==> config.mk <==
export PLATFORM = sky130hd
export DESIGN_NAME = xpt_route_loader
export DESIGN_NICKNAME = d
export VERILOG_FILES = /design/src/rtl/xpt_cfg_pkg.sv /design/src/rtl/xpt_in_sync.sv /design/src/rtl/xpt_load.sv /design/src/rtl/xpt_route_reg.sv /design/src/rtl/xpt_route_loader.sv
export SDC_FILE = /design/constraint.sdc
export NUM_CORES = 1
export LEC_CHECK = 0
export CAP_MARGIN = 20
export CELL_PAD_IN_SITES_DETAIL_PLACEMENT = 1
export CELL_PAD_IN_SITES_GLOBAL_PLACEMENT = 1
export CORE_MARGIN = 4
export CORE_UTILIZATION = 30
export CTS_BUF_LIST = sky130_fd_sc_hd__clkbuf_8
export CTS_CLUSTER_SIZE = 40
export DETAILED_ROUTE_END_ITERATION = 8
export PLACE_DENSITY = 0.57
export SLEW_MARGIN = 20
export SYNTH_ARGS = -nofsm -noshare
export SYNTH_HDL_FRONTEND = slang
export SYNTH_SLANG_ARGS = --single-unit
==> constraint.sdc <==
create_clock -name clk -period 5.81 [get_ports clk]
set_input_delay 1.743 -clock clk [delete_from_list [all_inputs] [get_ports clk]]
set_output_delay 1.743 -clock clk [all_outputs]
set_load 0.005 [all_outputs]
==> src/rtl/xpt_cfg_pkg.sv <==
package xpt_cfg_pkg;
  localparam int XPT_INPUTS  = 8;
  localparam int XPT_OUTPUTS = 4;
  localparam int XPT_SYNC    = 2;
endpackage

==> src/rtl/xpt_in_sync.sv <==
module xpt_in_sync #(
  parameter int         W      = 1,
  parameter int         STAGES = 2,
  parameter logic [W-1:0] RST  = '0
) (
  input  logic         clk,
  input  logic         rst_n,
  input  logic [W-1:0] d_i,
  output logic [W-1:0] q_o
);
  logic [W-1:0] chain [STAGES];

  for (genvar g = 0; g < STAGES; g++) begin : g_stage
    if (g == 0) begin : g_first
      always_ff @(posedge clk or negedge rst_n)
        if (!rst_n) chain[g] <= RST;
        else        chain[g] <= d_i;
    end else begin : g_next
      always_ff @(posedge clk or negedge rst_n)
        if (!rst_n) chain[g] <= RST;
        else        chain[g] <= chain[g-1];
    end
  end

  assign q_o = chain[STAGES-1];
endmodule

==> src/rtl/xpt_load.sv <==
module xpt_load #(
  parameter int OUTS   = 4,
  parameter int WORD_W = 4,
  parameter int ADDR_W = 2,
  localparam int FRAME_W  = OUTS * WORD_W,
  localparam int AFRAME_W = ADDR_W + WORD_W,
  localparam int CNT_W    = $clog2(FRAME_W + 1)
) (
  input  logic               clk,
  input  logic               rst_n,
  input  logic               cs_active_i,
  input  logic               sclk_rise_i,
  input  logic               sclk_fall_i,
  input  logic               sdata_i,
  input  logic               addr_mode_i,
  input  logic               commit_edge_i,
  output logic [FRAME_W-1:0] stage_o,
  output logic               pending_o
);
  logic                armed;
  logic [CNT_W-1:0]    cnt;
  logic [AFRAME_W-1:0] aframe;
  logic [AFRAME_W-1:0] afull;
  logic [ADDR_W-1:0]   a_addr;
  logic [WORD_W-1:0]   a_word;
  logic                take, a_last, s_last, frame_done;

  assign take   = cs_active_i && armed && sclk_fall_i;
  assign a_last = (cnt == CNT_W'(AFRAME_W - 1));
  assign s_last = (cnt >= CNT_W'(FRAME_W - 1));
  assign frame_done = take && (addr_mode_i ? a_last : s_last);
  assign afull  = {sdata_i, aframe[AFRAME_W-1:1]};
  assign a_addr = afull[ADDR_W-1:0];
  assign a_word = afull[AFRAME_W-1:ADDR_W];

  // Session state: arm on a rising clock, count captured bits.
  always_ff @(posedge clk or negedge rst_n) begin
    if (!rst_n) begin
      armed <= 1'b0;
      cnt   <= '0;
    end else if (!cs_active_i) begin
      armed <= 1'b0;
      cnt   <= '0;
    end else begin
      if (sclk_rise_i) armed <= 1'b1;
      if (take) begin
        if (addr_mode_i) cnt <= a_last ? '0 : cnt + 1'b1;
        else if (cnt != CNT_W'(FRAME_W)) cnt <= cnt + 1'b1;
      end
    end
  end

  always_ff @(posedge clk or negedge rst_n) begin
    if (!rst_n) aframe <= '0;
    else if (take && addr_mode_i) aframe <= afull;
  end

  always_ff @(posedge clk or negedge rst_n) begin
    if (!rst_n) begin
      stage_o <= '0;
    end else if (take && !addr_mode_i) begin
      stage_o <= {sdata_i, stage_o[FRAME_W-1:1]};
    end else if (frame_done && addr_mode_i) begin
      for (int o = 0; o < OUTS; o++)
        if (a_addr == ADDR_W'(o)) stage_o[o*WORD_W +: WORD_W] <= a_word;
    end
  end

  always_ff @(posedge clk or negedge rst_n) begin
    if (!rst_n)             pending_o <= 1'b0;
    else if (frame_done)    pending_o <= 1'b1;
    else if (commit_edge_i) pending_o <= 1'b0;
  end

  a_r9_deselect_freezes: assert property (@(posedge clk) disable iff (!rst_n)
    !cs_active_i |=> $stable(stage_o));
  a_r7_unarmed_no_capture: assert property (@(posedge clk) disable iff (!rst_n)
    (!armed && !sclk_rise_i) |=> !armed);
  a_r7_unarmed_stage_hold: assert property (@(posedge clk) disable iff (!rst_n)
    !armed |=> $stable(stage_o));
  a_r8_count_bounded: assert property (@(posedge clk) disable iff (!rst_n)
    cnt <= CNT_W'(FRAME_W));
  a_r6_restart_on_deselect: assert property (@(posedge clk) disable iff (!rst_n)
    !cs_active_i |=> cnt == '0);
endmodule

==> src/rtl/xpt_route_reg.sv <==
module xpt_route_reg #(
  parameter int FRAME_W = 16
) (
  input  logic               clk,
  input  logic               rst_n,
  input  logic               commit_edge_i,
  input  logic               pending_i,
  input  logic [FRAME_W-1:0] stage_i,
  output logic [FRAME_W-1:0] route_o
);
  always_ff @(posedge clk or negedge rst_n) begin
    if (!rst_n)                          route_o <= '0;
    else if (commit_edge_i && pending_i) route_o <= stage_i;
  end

  a_r1_commit_applies: assert property (@(posedge clk) disable iff (!rst_n)
    (commit_edge_i && pending_i) |=> route_o == $past(stage_i));
  a_r2_hold_without_commit: assert property (@(posedge clk) disable iff (!rst_n)
    !commit_edge_i |=> $stable(route_o));
  a_r3_stale_commit_ignored: assert property (@(posedge clk) disable iff (!rst_n)
    (commit_edge_i && !pending_i) |=> $stable(route_o));
endmodule

==> src/rtl/xpt_route_loader.sv <==
module xpt_route_loader
  import xpt_cfg_pkg::*;
#(
  parameter int NUM_IN  = XPT_INPUTS,
  parameter int NUM_OUT = XPT_OUTPUTS,
  parameter int SYNC    = XPT_SYNC,
  localparam int SEL_W   = $clog2(NUM_IN),
  localparam int WORD_W  = SEL_W + 1,
  localparam int ADDR_W  = $clog2(NUM_OUT),
  localparam int FRAME_W = NUM_OUT * WORD_W
) (
  input  logic               clk,
  input  logic               rst_n,
  input  logic               sel_n_i,
  input  logic               sclk_i,
  input  logic               sdata_i,
  input  logic               commit_i,
  input  logic               fmt_addr_i,
  output logic [FRAME_W-1:0] route_o
);
  // Sync bit order: 4 fmt, 3 commit, 2 sel_n, 1 sdata, 0 sclk
  logic [4:0] raw, syn;
  logic       sclk_q, commit_q;
  logic       sclk_rise, sclk_fall, commit_edge;
  logic [FRAME_W-1:0] stage;
  logic       pending;

  assign raw = {fmt_addr_i, commit_i, sel_n_i, sdata_i, sclk_i};

  xpt_in_sync #(.W(5), .STAGES(SYNC), .RST(5'b00100)) u_sync (
    .clk(clk), .rst_n(rst_n), .d_i(raw), .q_o(syn)
  );

  always_ff @(posedge clk or negedge rst_n) begin
    if (!rst_n) begin
      sclk_q   <= 1'b0;
      commit_q <= 1'b0;
    end else begin
      sclk_q   <= syn[0];
      commit_q <= syn[3];
    end
  end

  assign sclk_rise   = syn[0] && !sclk_q;
  assign sclk_fall   = !syn[0] && sclk_q;
  assign commit_edge = syn[3] && !commit_q;

  xpt_load #(.OUTS(NUM_OUT), .WORD_W(WORD_W), .ADDR_W(ADDR_W)) u_load (
    .clk(clk), .rst_n(rst_n), .cs_active_i(!syn[2]),
    .sclk_rise_i(sclk_rise), .sclk_fall_i(sclk_fall), .sdata_i(syn[1]),
    .addr_mode_i(syn[4]), .commit_edge_i(commit_edge),
    .stage_o(stage), .pending_o(pending)
  );

  xpt_route_reg #(.FRAME_W(FRAME_W)) u_route (
    .clk(clk), .rst_n(rst_n), .commit_edge_i(commit_edge),
    .pending_i(pending), .stage_i(stage), .route_o(route_o)
  );

  a_r12_reset_clear: assert property (@(posedge clk) disable iff (!rst_n)
    $past(!rst_n) |-> route_o == '0);
endmodule

# --- Word level (Yosys, flattened, before mapping) ---
# Index checks and enable logic that the tools add are counted.
op_classes:
  reduce_logical: 30
  muxes: 16
  n_eq_ne: 5
  add_sub_neg: 1
  order_cmp: 1
op_table:
  columns: ["op", "n"]
  rows:
  - ["$mux 16", 2]
  - ["$mux 5", 5]
  - ["$mux 4", 4]
  - ["$reduce_bool 2->1", 8]
  - ["$logic_and 1x1->1", 10]
  - ["$reduce_and 2->1", 5]
  - ["$add 5x1->5 const B", 1]
  - ["$eq 5x3->1 const B", 1]
  - ["$ge 5x4->1 const B", 1]
  - ["$logic_not 1->1", 5]
  - ["$mux 1", 5]
  - ["$ne 5x5->1 const B", 1]
  - ["$eq 2x2->1 const B", 2]
  - ["$reduce_bool 3->1", 1]
  - ["$eq 2x1->1 const B", 1]
  - ["$logic_not 2->1", 1]
totals:
  output_inout_bits: 16
  reg_bits: 57
  wordCells: 66
  input_bits: 7

# --- Logic depth before layout (Yosys ltp) ---
# Gate-level depths: netlist (run 1).
logic_depth:
  depth_word: 7
  mapped_depth: 7
  mapped_depth_nobuf: 7

# --- Hierarchy ---
# Synthesis (run 1) repeated with hierarchy kept, for this count alone.
hier_totals:
  cells_unflattened: 199
  area_unflattened_um2: 2421.1
by_module_without_submodules:
  columns: ["module", "instances", "cells_per_inst", "area_each_um2", "seq_area_each_um2"]
  rows:
  - ["xpt_load", 1, 144, 1420.1, 700.7]
  - ["xpt_route_reg", 1, 34, 635.6, 400.4]
  - ["xpt_in_sync", 1, 15, 290.3, 252.7]
  - ["xpt_route_loader", 1, 6, 75.1, 50.0]

# --- Worst setup path before layout (run 1) ---
# Ideal clock, no wire load.
synth_timing:
  path_kind: "register to output"
  startpoint: "register u_route.route_o[0]"
  endpoint: "output port route_o[0]"
  stages_incl_launch_ff: 1
  required_ps: 4067
  path_buffers: 0
  arrival_time_ps: 358
  slack_ps: 3709
  path_cell_list: "dfrtp_1"
synth_rtl:
  columns: ["item", "line_no", "source"]
  rows:
  - ["start, declared", "xpt_route_reg.sv:9", "output logic [FRAME_W-1:0] route_o"]
  - ["start signal, assigned", "xpt_route_reg.sv:13", "else if (commit_edge_i && pending_i) route_o <= stage_i;"]
  - ["end, declared", "xpt_route_loader.sv:19", "output logic [FRAME_W-1:0] route_o"]
# No word-level cell between the ends.

# --- Worst setup path after layout (run 1) ---
layout_timing:
  startpoint: "register u_route.route_o[15]"
  endpoint: "output port route_o[15]"
# No word-level cell between the ends.

==> results of run 1 <==
[layer usage]
layer	track usage, %	part of all wire [%]	vias to the layer above
li1	-	-	728
met1	16.6	51	782
met2	16.7	45	19
met3	2.58	2.9	4
met4	2.56	0.94	0
met5	0	0	-
[power groups by stage]
stage,registers (uW),clock network (uW),logic [uW]
CTS,408,265,29.0
global route,410,282,31.9
finish,408,252,27.8
global placement,416,0,28.5
floorplan,412,0,14.5
detailed placement,416,0,28.9
[cell type report]
cell class	instances	area (um2)	area share, %
repair buffers	24	230	8.17
multi-input cells	112	920	32.6
flip-flops and latches	56	1400	49.8
clock buffers	5	68.8	2.44
inverters	8	30.0	1.07
clock inverters	3	38.8	1.38
well taps	102	128	4.53
[state kept, by name, summed over array words and instances, names as in the netlist]
register / count
commit_q: 1
sclk_q: 1
u_load.aframe: 5
u_load.armed: 1
u_load.cnt: 5
u_load.pending_o: 1
u_load.stage_o: 16
u_route.route_o: 16
u_sync.chain: 5
u_sync.q_o: 5
[logic make-up (layout without fill, tap and decap cells)]
family | Yosys count | after routing | synth area share (%)
simple gates | 55 | 55 | 15.9
compound gates | 30 | 30 | 9.61
flops | 56 | 56 | 58.6
fa+ha+maj | 4 | 4 | 2.09
mux | 23 | 23 | 10.8
buf+inv | 15 | 40 | 3.03
[worst max-delay path by stage]
stage                        to  cells past startpoint
floorplan            route_o[0]                      0
global placement     route_o[0]                      1
detailed placement   route_o[2]                      1
CTS                 route_o[15]                      1
global route        route_o[12]                      1
finish              route_o[15]                      1
[metrics by stage]
| step | std cells | total power, uW | setup WS [ns] | area [um2] |
|---|---|---|---|---|
| floorplan | 183 | 426 | 3.71 | 2400 |
| global placement | 302 | 444 | 3.25 | 2710 |
| detailed placement | 302 | 445 | 3.23 | 2710 |
| CTS | 310 | 702 | 2.87 | 2820 |
| global route | 310 | 724 | 2.83 | 2820 |
| finish | 310 | 688 | 2.89 | 2820 |
[synth_stat cells, drive strengths merged]
| library cell | n | area [um2] |
|---|---|---|
| nor2b | 1 | 6.26 |
| nand2b | 1 | 6.26 |
| mux2 | 23 | 259 |
| ha | 4 | 50.1 |
| nor4 | 3 | 18.8 |
| dfstp | 2 | 52.6 |
| nor3 | 1 | 5.00 |
| nand4 | 3 | 18.8 |
| nand2 | 8 | 30.0 |
| and3 | 8 | 50.1 |
| or4 | 1 | 11.3 |
| inv | 8 | 30.0 |
| buf | 3 | 27.5 |
| a21oi | 8 | 40.0 |
| nand4bb | 2 | 38.8 |
| dfrtp | 54 | 1350 |
| nand3b | 3 | 22.5 |
| and4 | 1 | 8.76 |
| clkbuf | 4 | 15.0 |
| a221o | 15 | 150 |
| nor2 | 5 | 18.8 |
| nor4bb | 1 | 10.0 |
| o21ai | 5 | 25.0 |
| nor3b | 9 | 67.6 |
| a22oi | 1 | 7.51 |
| nand4b | 1 | 8.76 |
| and2 | 4 | 25.0 |
| a21o | 1 | 7.51 |
| or3b | 1 | 8.76 |
| and4bb | 2 | 25.0 |
==> impl_metrics.yaml, run 1 <==
global_route:
  grt_max_degree: 57
  first_pass_grt_wire_length_mm: 8.69
  initial_antenna_violation_count: 0
  gr_ovfl_total: 0
  global_route.usage.total_pct: 11.2
  first_global_vias: 1673
detailed_routing:
  drt_drc_violations_left: 0
  detailedRoute.firstIterationViolations: 61
  postRouteWirelength_mm: 4.90
  drt-vias-per-instance: 4.95
  detailedRoute.firstPassIterationCount: 4
  final_antenna_net_count: 0
  via_count: 1533
  detail_route.wl_per_cell_um: 15.8
die:
  height_of_the_die_um: 97.4
  die_w_um: 97.4
  core_mm2: 0.00773
  std_cell_rows: 32
  floorplan.io_pins: 23
  initial_core_utilization_pct: 31.0
  fp.dieArea_mm2: 0.00948
sta:
  report.final.hold_viol_count: 0
  remaining_max_slew_budget_at_the_tightest_pin_pct: 46.6
  period_minus_slack_ns: 2.92
  tightest_slew_ns: 0.799
  period_utilization_pct: 50.2
  worst_skew_ns: 0.00779
  drv_slew: 0
  setup-violations-final: 0
  hold-worst-slack_ns: 0.356
  final.setup.tns_ns: 0
  timing.fmax_ghz: 0.343
  grt_setup_unrepaired: "false"
worst_setup_path:
  worst_setup_path_start_kind: "flop"
  rr_startpoint: "u_load.cnt[1]$_DFFE_PN0P_"
  minimum_setup_slack_among_reg_to_reg_paths_ns: 3.70
  reg2reg_to: "u_load.stage_o[5]$_DFFE_PN0P_"
  worstSetupEndpointType: "output port"
  cp_slowest_stage_delay_ns: 0.50
  timing.critical_path.from: "u_route.route_o[15]$_DFFE_PN0P_"
  worst-endpoint-arrival_ns: 1.17
  critPathBufInv: 1
  worstPathCellList: "clkdlybuf4s50_1"
  path_delay_family: "buffers and inverters"
  cells_on_worst_reg2reg_path: 6
  crit_type: "reg2out"
  critPathSlowestCell: "sky130_fd_sc_hd__clkdlybuf4s50_1"
  path_max_fanout: 2
  cp.required_ns: 4.07
cells_and_area:
  mostFrequentLayoutCell: "sky130_fd_sc_hd__dfrtp_1"
  final_layout_size_suffix_gt1_share_pct: 19.2
  mostFrequentLayoutCells: "54 x sky130_fd_sc_hd__dfrtp_1, 23 x sky130_fd_sc_hd__mux2_2, 21 x sky130_fd_sc_hd__clkdlybuf4s50_1"
  layout.nets: 218
  antenna_cells: 0
  util_after_layout_pct: 36.5
  fillCellCount: 826
  syn2layout_area_growth_pct: 17.6
clock_tree:
  htree_levels: 2
  cts_hold_repair.buffers: 0
  clk_pin_slew_ns: 0.10
  numCtsBuffers: 5
  cts_tree: "done"
  post_cts_resize_count: 0
  clock-sinks: 56
  post-cts-setup-buffers: 0
  cts.path.max_buffers: 2
  root_buffer: "sky130_fd_sc_hd__clkbuf_8"
  clk_latency_ns: 0.31
logic_synthesis:
  yosysUniqueCellTypes: 32
  synth_area_mm2: 0.00240
  synth_nets: 194
  synth_seq_cells: 56
  synth_seq_area_share_pct: 58.6
  yosys_warnings: 0
  syn-instance-count: 183
  syn-mean-instance-area_um2: 13.1
min_path:
  holdCritPathClass: "reg2reg"
  timing.hold.worst_endpoint: "u_sync.q_o[3]$_DFF_PN0_"
  holdPathStages: 0
  worstHoldStart: "u_sync.chain[8]$_DFF_PN0_"
placed_design:
  hpwlAfterDp_mm: 3.35
  place.port_buffers: 22
  gp_congestion: 0.779
outcome:
  status: "completed"
power:
  netSwitchingPower_uw: 151
  share_clk_of_total_power_pct: 36.7
  power.density_mw_per_mm2: 244
  power.static_leakage_uw: 0.00127
  p_comb_share_pct: 4.0
  switching_share_pct: 21.9
  worst_supply_voltage_drop_on_vdd_mv: 0.123
  sequentialPowerShare_pct: 59.3
  p_int_uw: 537
flow_run:
  timing.max_cap.violations: 0
(Power assumes the default switching activity.)
==> run 2: changes to the inputs <==
- PLACE_DENSITY: 0.57 -> 0.59
- clock period: 5.81 -> 2.45 ns (I/O delays scaled with it)
==> impl_metrics.yaml, run 2 (synthesis gave the netlist of run 1 again) <==
placed_design:
  dpl.cell_count: 306
  hpwlAfterDp_mm: 3.28
  place.port_buffers: 22
  gp_congestion: 0.799
clock_tree:
  numCtsBuffers: 5
  post_cts_resize_count: 0
  cts_tree: "done"
  clk_latency_ns: 0.31
  cts.path.max_buffers: 2
  clock-sinks: 56
  htree_levels: 2
  clk_pin_slew_ns: 0.10
  post-cts-setup-buffers: 0
  root_buffer: "sky130_fd_sc_hd__clkbuf_8"
  cts_hold_repair.buffers: 0
global_route:
  grt_max_degree: 57
  global_route.usage.total_pct: 10.9
  initial_antenna_violation_count: 0
  first_global_vias: 1608
  gr_ovfl_total: 0
  first_pass_grt_wire_length_mm: 8.38
power:
  power.static_leakage_uw: 0.00130
  worst_supply_voltage_drop_on_vdd_mv: 0.330
  power.density_mw_per_mm2: 588
cells_and_area:
  antenna_cells: 0
  syn2layout_area_growth_pct: 20.2
  mostFrequentLayoutCell: "sky130_fd_sc_hd__dfrtp_1"
  mostFrequentLayoutCells: "54 x sky130_fd_sc_hd__dfrtp_1, 23 x sky130_fd_sc_hd__mux2_2, 21 x sky130_fd_sc_hd__clkdlybuf4s50_1"
  final_layout_size_suffix_gt1_share_pct: 21.2
  biggestRegsByFlops: "u_load.stage_o x16, u_route.route_o x16"
  layout.nets: 222
  post_layout_nonfiller_instances: 314
detailed_routing:
  detail_route.wl_per_cell_um: 15.1
  detailedRoute.firstIterationViolations: 87
  detailedRoute.firstPassIterationCount: 4
  via_count: 1548
  drt-vias-per-instance: 4.93
  final_antenna_net_count: 0
  postRouteWirelength_mm: 4.74
  drt_drc_violations_left: 0
sta:
  setup-violations-final: 0
  remaining_max_slew_budget_at_the_tightest_pin_pct: 61.4
  worst_skew_ns: 0.0104
  timing.fmax_ghz: 0.496
  report.final.hold_viol_count: 0
  grt_setup_unrepaired: "false"
  period_minus_slack_ns: 2.02
  period_utilization_pct: 82.3
  final.setup.tns_ns: 0
  drv_slew: 0
  tightest_slew_ns: 0.577
worst_setup_path:
  minimum_setup_slack_among_reg_to_reg_paths_ns: 0.43
  crit_type: "reg2reg"
  critPathSlowestCell: "sky130_fd_sc_hd__nor3b_1"
  worstSetupEndpointType: "flop"
  cp_slowest_stage_delay_ns: 0.54
  reg2reg_to: "u_load.stage_o[11]$_DFFE_PN0P_"
  cells_on_worst_reg2reg_path: 6
  worstPathCellList: "inv_1 -> ha_1 -> and4bb_2 -> nand2_1 -> nor3b_1 -> a221o_1"
  cp.required_ns: 2.70
  worst_setup_path_start_kind: "flop"
  rr_startpoint: "u_load.cnt[1]$_DFFE_PN0P_"
  worst-endpoint-arrival_ns: 2.27
  path_max_fanout: 6
min_path:
  worstHoldStart: "u_sync.chain[5]$_DFF_PN0_"
  holdCritPathClass: "reg2reg"
  holdPathStages: 0
  timing.hold.worst_endpoint: "u_sync.q_o[0]$_DFF_PN0_"
die:
  die_w_um: 97.4
  height_of_the_die_um: 97.4
  core_mm2: 0.00773
  fp.dieArea_mm2: 0.00948
  std_cell_rows: 32
  floorplan.io_pins: 23
  initial_core_utilization_pct: 31.0
outcome:
  status: "completed"
flow_run:
  timing.max_cap.violations: 0
-- run 2: per-layer routing --
layer / GRT usage, % / up-vias / share of wire [%]
li1: - / 731 / -
met1: 16.0 / 784 / 52
met2: 15.6 / 25 / 44
met3: 2.66 / 8 / 3.3
met4: 3.51 / 0 / 1.4
met5: 0 / - / 0
-- run 2: where the power goes --
| part | switching [uW] | leakage (uW) | total (uW) | internal [uW] |
|---|---|---|---|---|
| Clock | 298 | 0.0000645 | 659 | 361 |
| Sequential | 20.0 | 0.000749 | 967 | 947 |
| Combinational | 39.0 | 0.000484 | 67.8 | 28.7 |
| Total | 357 | 0.00130 | 1690 | 1340 |
-- run 2: critical path: cells and delay by family (launching register included) --
kind / cells / cell delay [ns]
AND/OR/NAND/NOR: 3 / 1.00
flip-flops: 1 / 0.43
AO/OA/AOI/OAI: 1 / 0.25
adder cells (fa/ha/maj): 1 / 0.17
buffers and inverters: 1 / 0.12
-- run 2: how the worst max path moves through the flow --
stage	from	end	depth (start not counted)
final	u_load.cnt[1]$_DFFE_PN0P_	u_load.stage_o[11]$_DFFE_PN0P_	6
after global routing	u_load.cnt[1]$_DFFE_PN0P_	u_load.stage_o[8]$_DFFE_PN0P_	6
after global placement	u_load.cnt[1]$_DFFE_PN0P_	u_load.stage_o[9]$_DFFE_PN0P_	6
after floorplan	u_sync.q_o[2]$_DFF_PN1_	u_load.stage_o[12]$_DFFE_PN0P_	6
after detailed placement	u_load.cnt[1]$_DFFE_PN0P_	u_load.stage_o[11]$_DFFE_PN0P_	6
after CTS	u_load.cnt[1]$_DFFE_PN0P_	u_load.stage_o[11]$_DFFE_PN0P_	6
-- run 2: cell type report --
| class | count | area (um2) |
|---|---|---|
| inverter | 8 | 30.0 |
| clock inverter | 1 | 30.0 |
| clock buffer | 7 | 96.3 |
| timing repair buffer | 28 | 273 |
| sequential | 56 | 1400 |
| fill | 834 | 4850 |
| multi-input combinational | 112 | 920 |
| tap | 102 | 128 |
-- run 2: stage by stage --
stage / hold WS, ns / utilization, % / worst slack [ns] / total power, uW / instance area [um2]
after floorplan: 0.331 / - / 0.620 / 1010 / 2400
after global placement: 0.334 / 35.6 / 0.547 / 1050 / 2750
after detailed placement: 0.339 / 35.6 / 0.472 / 1060 / 2750
after CTS: 0.363 / 37.3 / 0.437 / 1730 / 2880
after global routing: 0.371 / 37.3 / 0.203 / 1780 / 2880
final: 0.358 / 37.3 / 0.433 / 1690 / 2880
==> run 3: changes to the inputs <==
- PLACE_DENSITY: 0.59 -> 0.57
- clock period: 2.45 -> 2 ns (I/O delays scaled with it)
==> impl_metrics.yaml, run 3 (synthesis gave the netlist of run 1 again) <==
worst_setup_path:
  cp_slowest_stage_delay_ns: 0.47
  worst_setup_path_start_kind: "flop"
  critPathBufInv: 0
  worst-endpoint-arrival_ns: 2.11
  worstPathCellList: "ha_1 -> and4bb_2 -> nand2_1 -> or3b_2 -> a21oi_1"
  critPathSlowestCell: "sky130_fd_sc_hd__or3b_2"
  path_max_fanout: 6
  cells_on_worst_reg2reg_path: 5
  cp.required_ns: 2.23
  rr_startpoint: "u_load.cnt[0]$_DFFE_PN0P_"
  path_delay_family: "simple AND/OR/NAND/NOR gates"
  reg2reg_to: "u_load.cnt[4]$_DFFE_PN0P_"
  worstSetupEndpointType: "flop"
  timing.critical_path.from: "u_load.cnt[0]$_DFFE_PN0P_"
  crit_type: "reg2reg"
  minimum_setup_slack_among_reg_to_reg_paths_ns: 0.12
die:
  initial_core_utilization_pct: 31.0
  die_w_um: 97.4
  floorplan.io_pins: 23
  fp.dieArea_mm2: 0.00948
  core_mm2: 0.00773
  std_cell_rows: 32
  height_of_the_die_um: 97.4
global_route:
  first_pass_grt_wire_length_mm: 8.32
  gr_ovfl_total: 0
  grt_max_degree: 57
  initial_antenna_violation_count: 0
  global_route.usage.total_pct: 10.9
  first_global_vias: 1613
detailed_routing:
  drt-vias-per-instance: 4.88
  final_antenna_net_count: 0
  detailedRoute.firstIterationViolations: 75
  drt_drc_violations_left: 0
  detailedRoute.firstPassIterationCount: 4
  postRouteWirelength_mm: 4.88
  via_count: 1553
  detail_route.wl_per_cell_um: 15.3
power:
  worst_supply_voltage_drop_on_vdd_mv: 0.362
  power.density_mw_per_mm2: 683
  power.static_leakage_uw: 0.00132
cells_and_area:
  fillCellCount: 833
  biggestRegsByFlops: "u_load.stage_o x16, u_route.route_o x16"
  syn2layout_area_growth_pct: 21.7
  mostFrequentLayoutCells: "54 x sky130_fd_sc_hd__dfrtp_1, 23 x sky130_fd_sc_hd__mux2_2, 21 x sky130_fd_sc_hd__clkdlybuf4s50_1"
  area.sequential_mm2: 0.00140
  layout.nets: 226
  final_layout_size_suffix_gt1_share_pct: 23.6
  antenna_cells: 0
  area_of_the_multi_input_gates_um2: 946
  mostFrequentLayoutCell: "sky130_fd_sc_hd__dfrtp_1"
sta:
  timing.fmax_ghz: 0.533
  drv_slew: 0
  period_utilization_pct: 93.9
  setup-violations-final: 0
  period_minus_slack_ns: 1.88
  tightest_slew_ns: 0.422
  remaining_max_slew_budget_at_the_tightest_pin_pct: 71.7
  grt_setup_unrepaired: "false"
  report.final.hold_viol_count: 0
  final.setup.tns_ns: 0
  final.setup.worst_slack_ns: 0.123
  worst_skew_ns: 0.0127
clock_tree:
  numCtsBuffers: 5
  clk_latency_ns: 0.31
  root_buffer: "sky130_fd_sc_hd__clkbuf_8"
  clk_pin_slew_ns: 0.10
  cts.path.max_buffers: 2
  htree_levels: 2
  clock-sinks: 56
  cts_hold_repair.buffers: 0
  cts_tree: "done"
placed_design:
  hpwlAfterDp_mm: 3.36
  gp_congestion: 0.768
  pre_cts_slack_ns: 0.0145
  place.port_buffers: 22
min_path:
  holdCritPathClass: "in2async"
flow_run:
  timing.max_cap.violations: 0
outcome:
  status: "completed"
==> run 3: cell count changes in the layout (fill, tap and decap cells not counted) <==
cell                       delta
sky130_fd_sc_hd__nor3b_1      -1
sky130_fd_sc_hd__inv_1        +1
sky130_fd_sc_hd__nor4_4       +1
sky130_fd_sc_hd__clkbuf_8     -2
sky130_fd_sc_hd__nor4_1       -2
sky130_fd_sc_hd__nor4_2       +1
sky130_fd_sc_hd__nor3b_2      +1
sky130_fd_sc_hd__buf_4        +4
sky130_fd_sc_hd__inv_2        +1
==> run 3: stage by stage <==
step	utilization, %	hold slack (ns)	std cells	power (uW)	area (um2)
global route	37.7	0.285	318	2100	2920
floorplan	-	0.304	183	1240	2400
CTS	37.5	0.279	318	2030	2900
detailed placement	36.0	0.336	310	1300	2780
finish	37.7	0.274	318	1990	2920
global placement	36.0	0.334	310	1290	2780
==> run 3: final cells by class <==
type | instances | share of cell area, %
Sequential cell | 56 | 48.1
Multi-Input combinational cell | 112 | 32.4
Timing Repair Buffer | 32 | 10.4
Tap cell | 102 | 4.38
Clock buffer | 5 | 2.36
Clock inverter | 3 | 1.29
Inverter | 8 | 1.03
==> run 3: worst reg2reg max path, cell delays in order, from the launching register on <==
cell and delay (ns):
sky130_fd_sc_hd__dfrtp_1 0.45, sky130_fd_sc_hd__ha_1 0.24, sky130_fd_sc_hd__and4bb_2 0.27, sky130_fd_sc_hd__nand2_1 0.22, sky130_fd_sc_hd__or3b_2 0.47, sky130_fd_sc_hd__a21oi_1 0.15
==> run 3: timing repair <==
action / 4_1_cts / 5_1_grt
buffers inserted: 0 / 0
resized for setup: 1 / 4
pin swaps: 0 / 0
endpoints found under the setup margin: 4 / 7
==> run 3: worst max path at each step <==
stage / cells after the start / to
CTS: 8 / u_load.stage_o[4]$_DFFE_PN0P_
global route: 4 / u_load.stage_o[0]$_DFFE_PN0P_
global placement: 8 / u_load.stage_o[6]$_DFFE_PN0P_
finish: 5 / u_load.cnt[4]$_DFFE_PN0P_
detailed placement: 6 / u_load.stage_o[2]$_DFFE_PN0P_
floorplan: 6 / u_load.stage_o[12]$_DFFE_PN0P_
==> run 3: metal layers <==
metal	global-route usage (%)	part of all wire, %
met4	3.73	1.1
met2	15.2	44
met3	2.44	3.0
met1	16.4	52
met5	0	0
==> run 3: power by group <==
group          switching [uW]  total [uW]  internal [uW]
clock network             355         720            365
logic                    51.9        88.8           36.9
registers                23.1        1180           1160
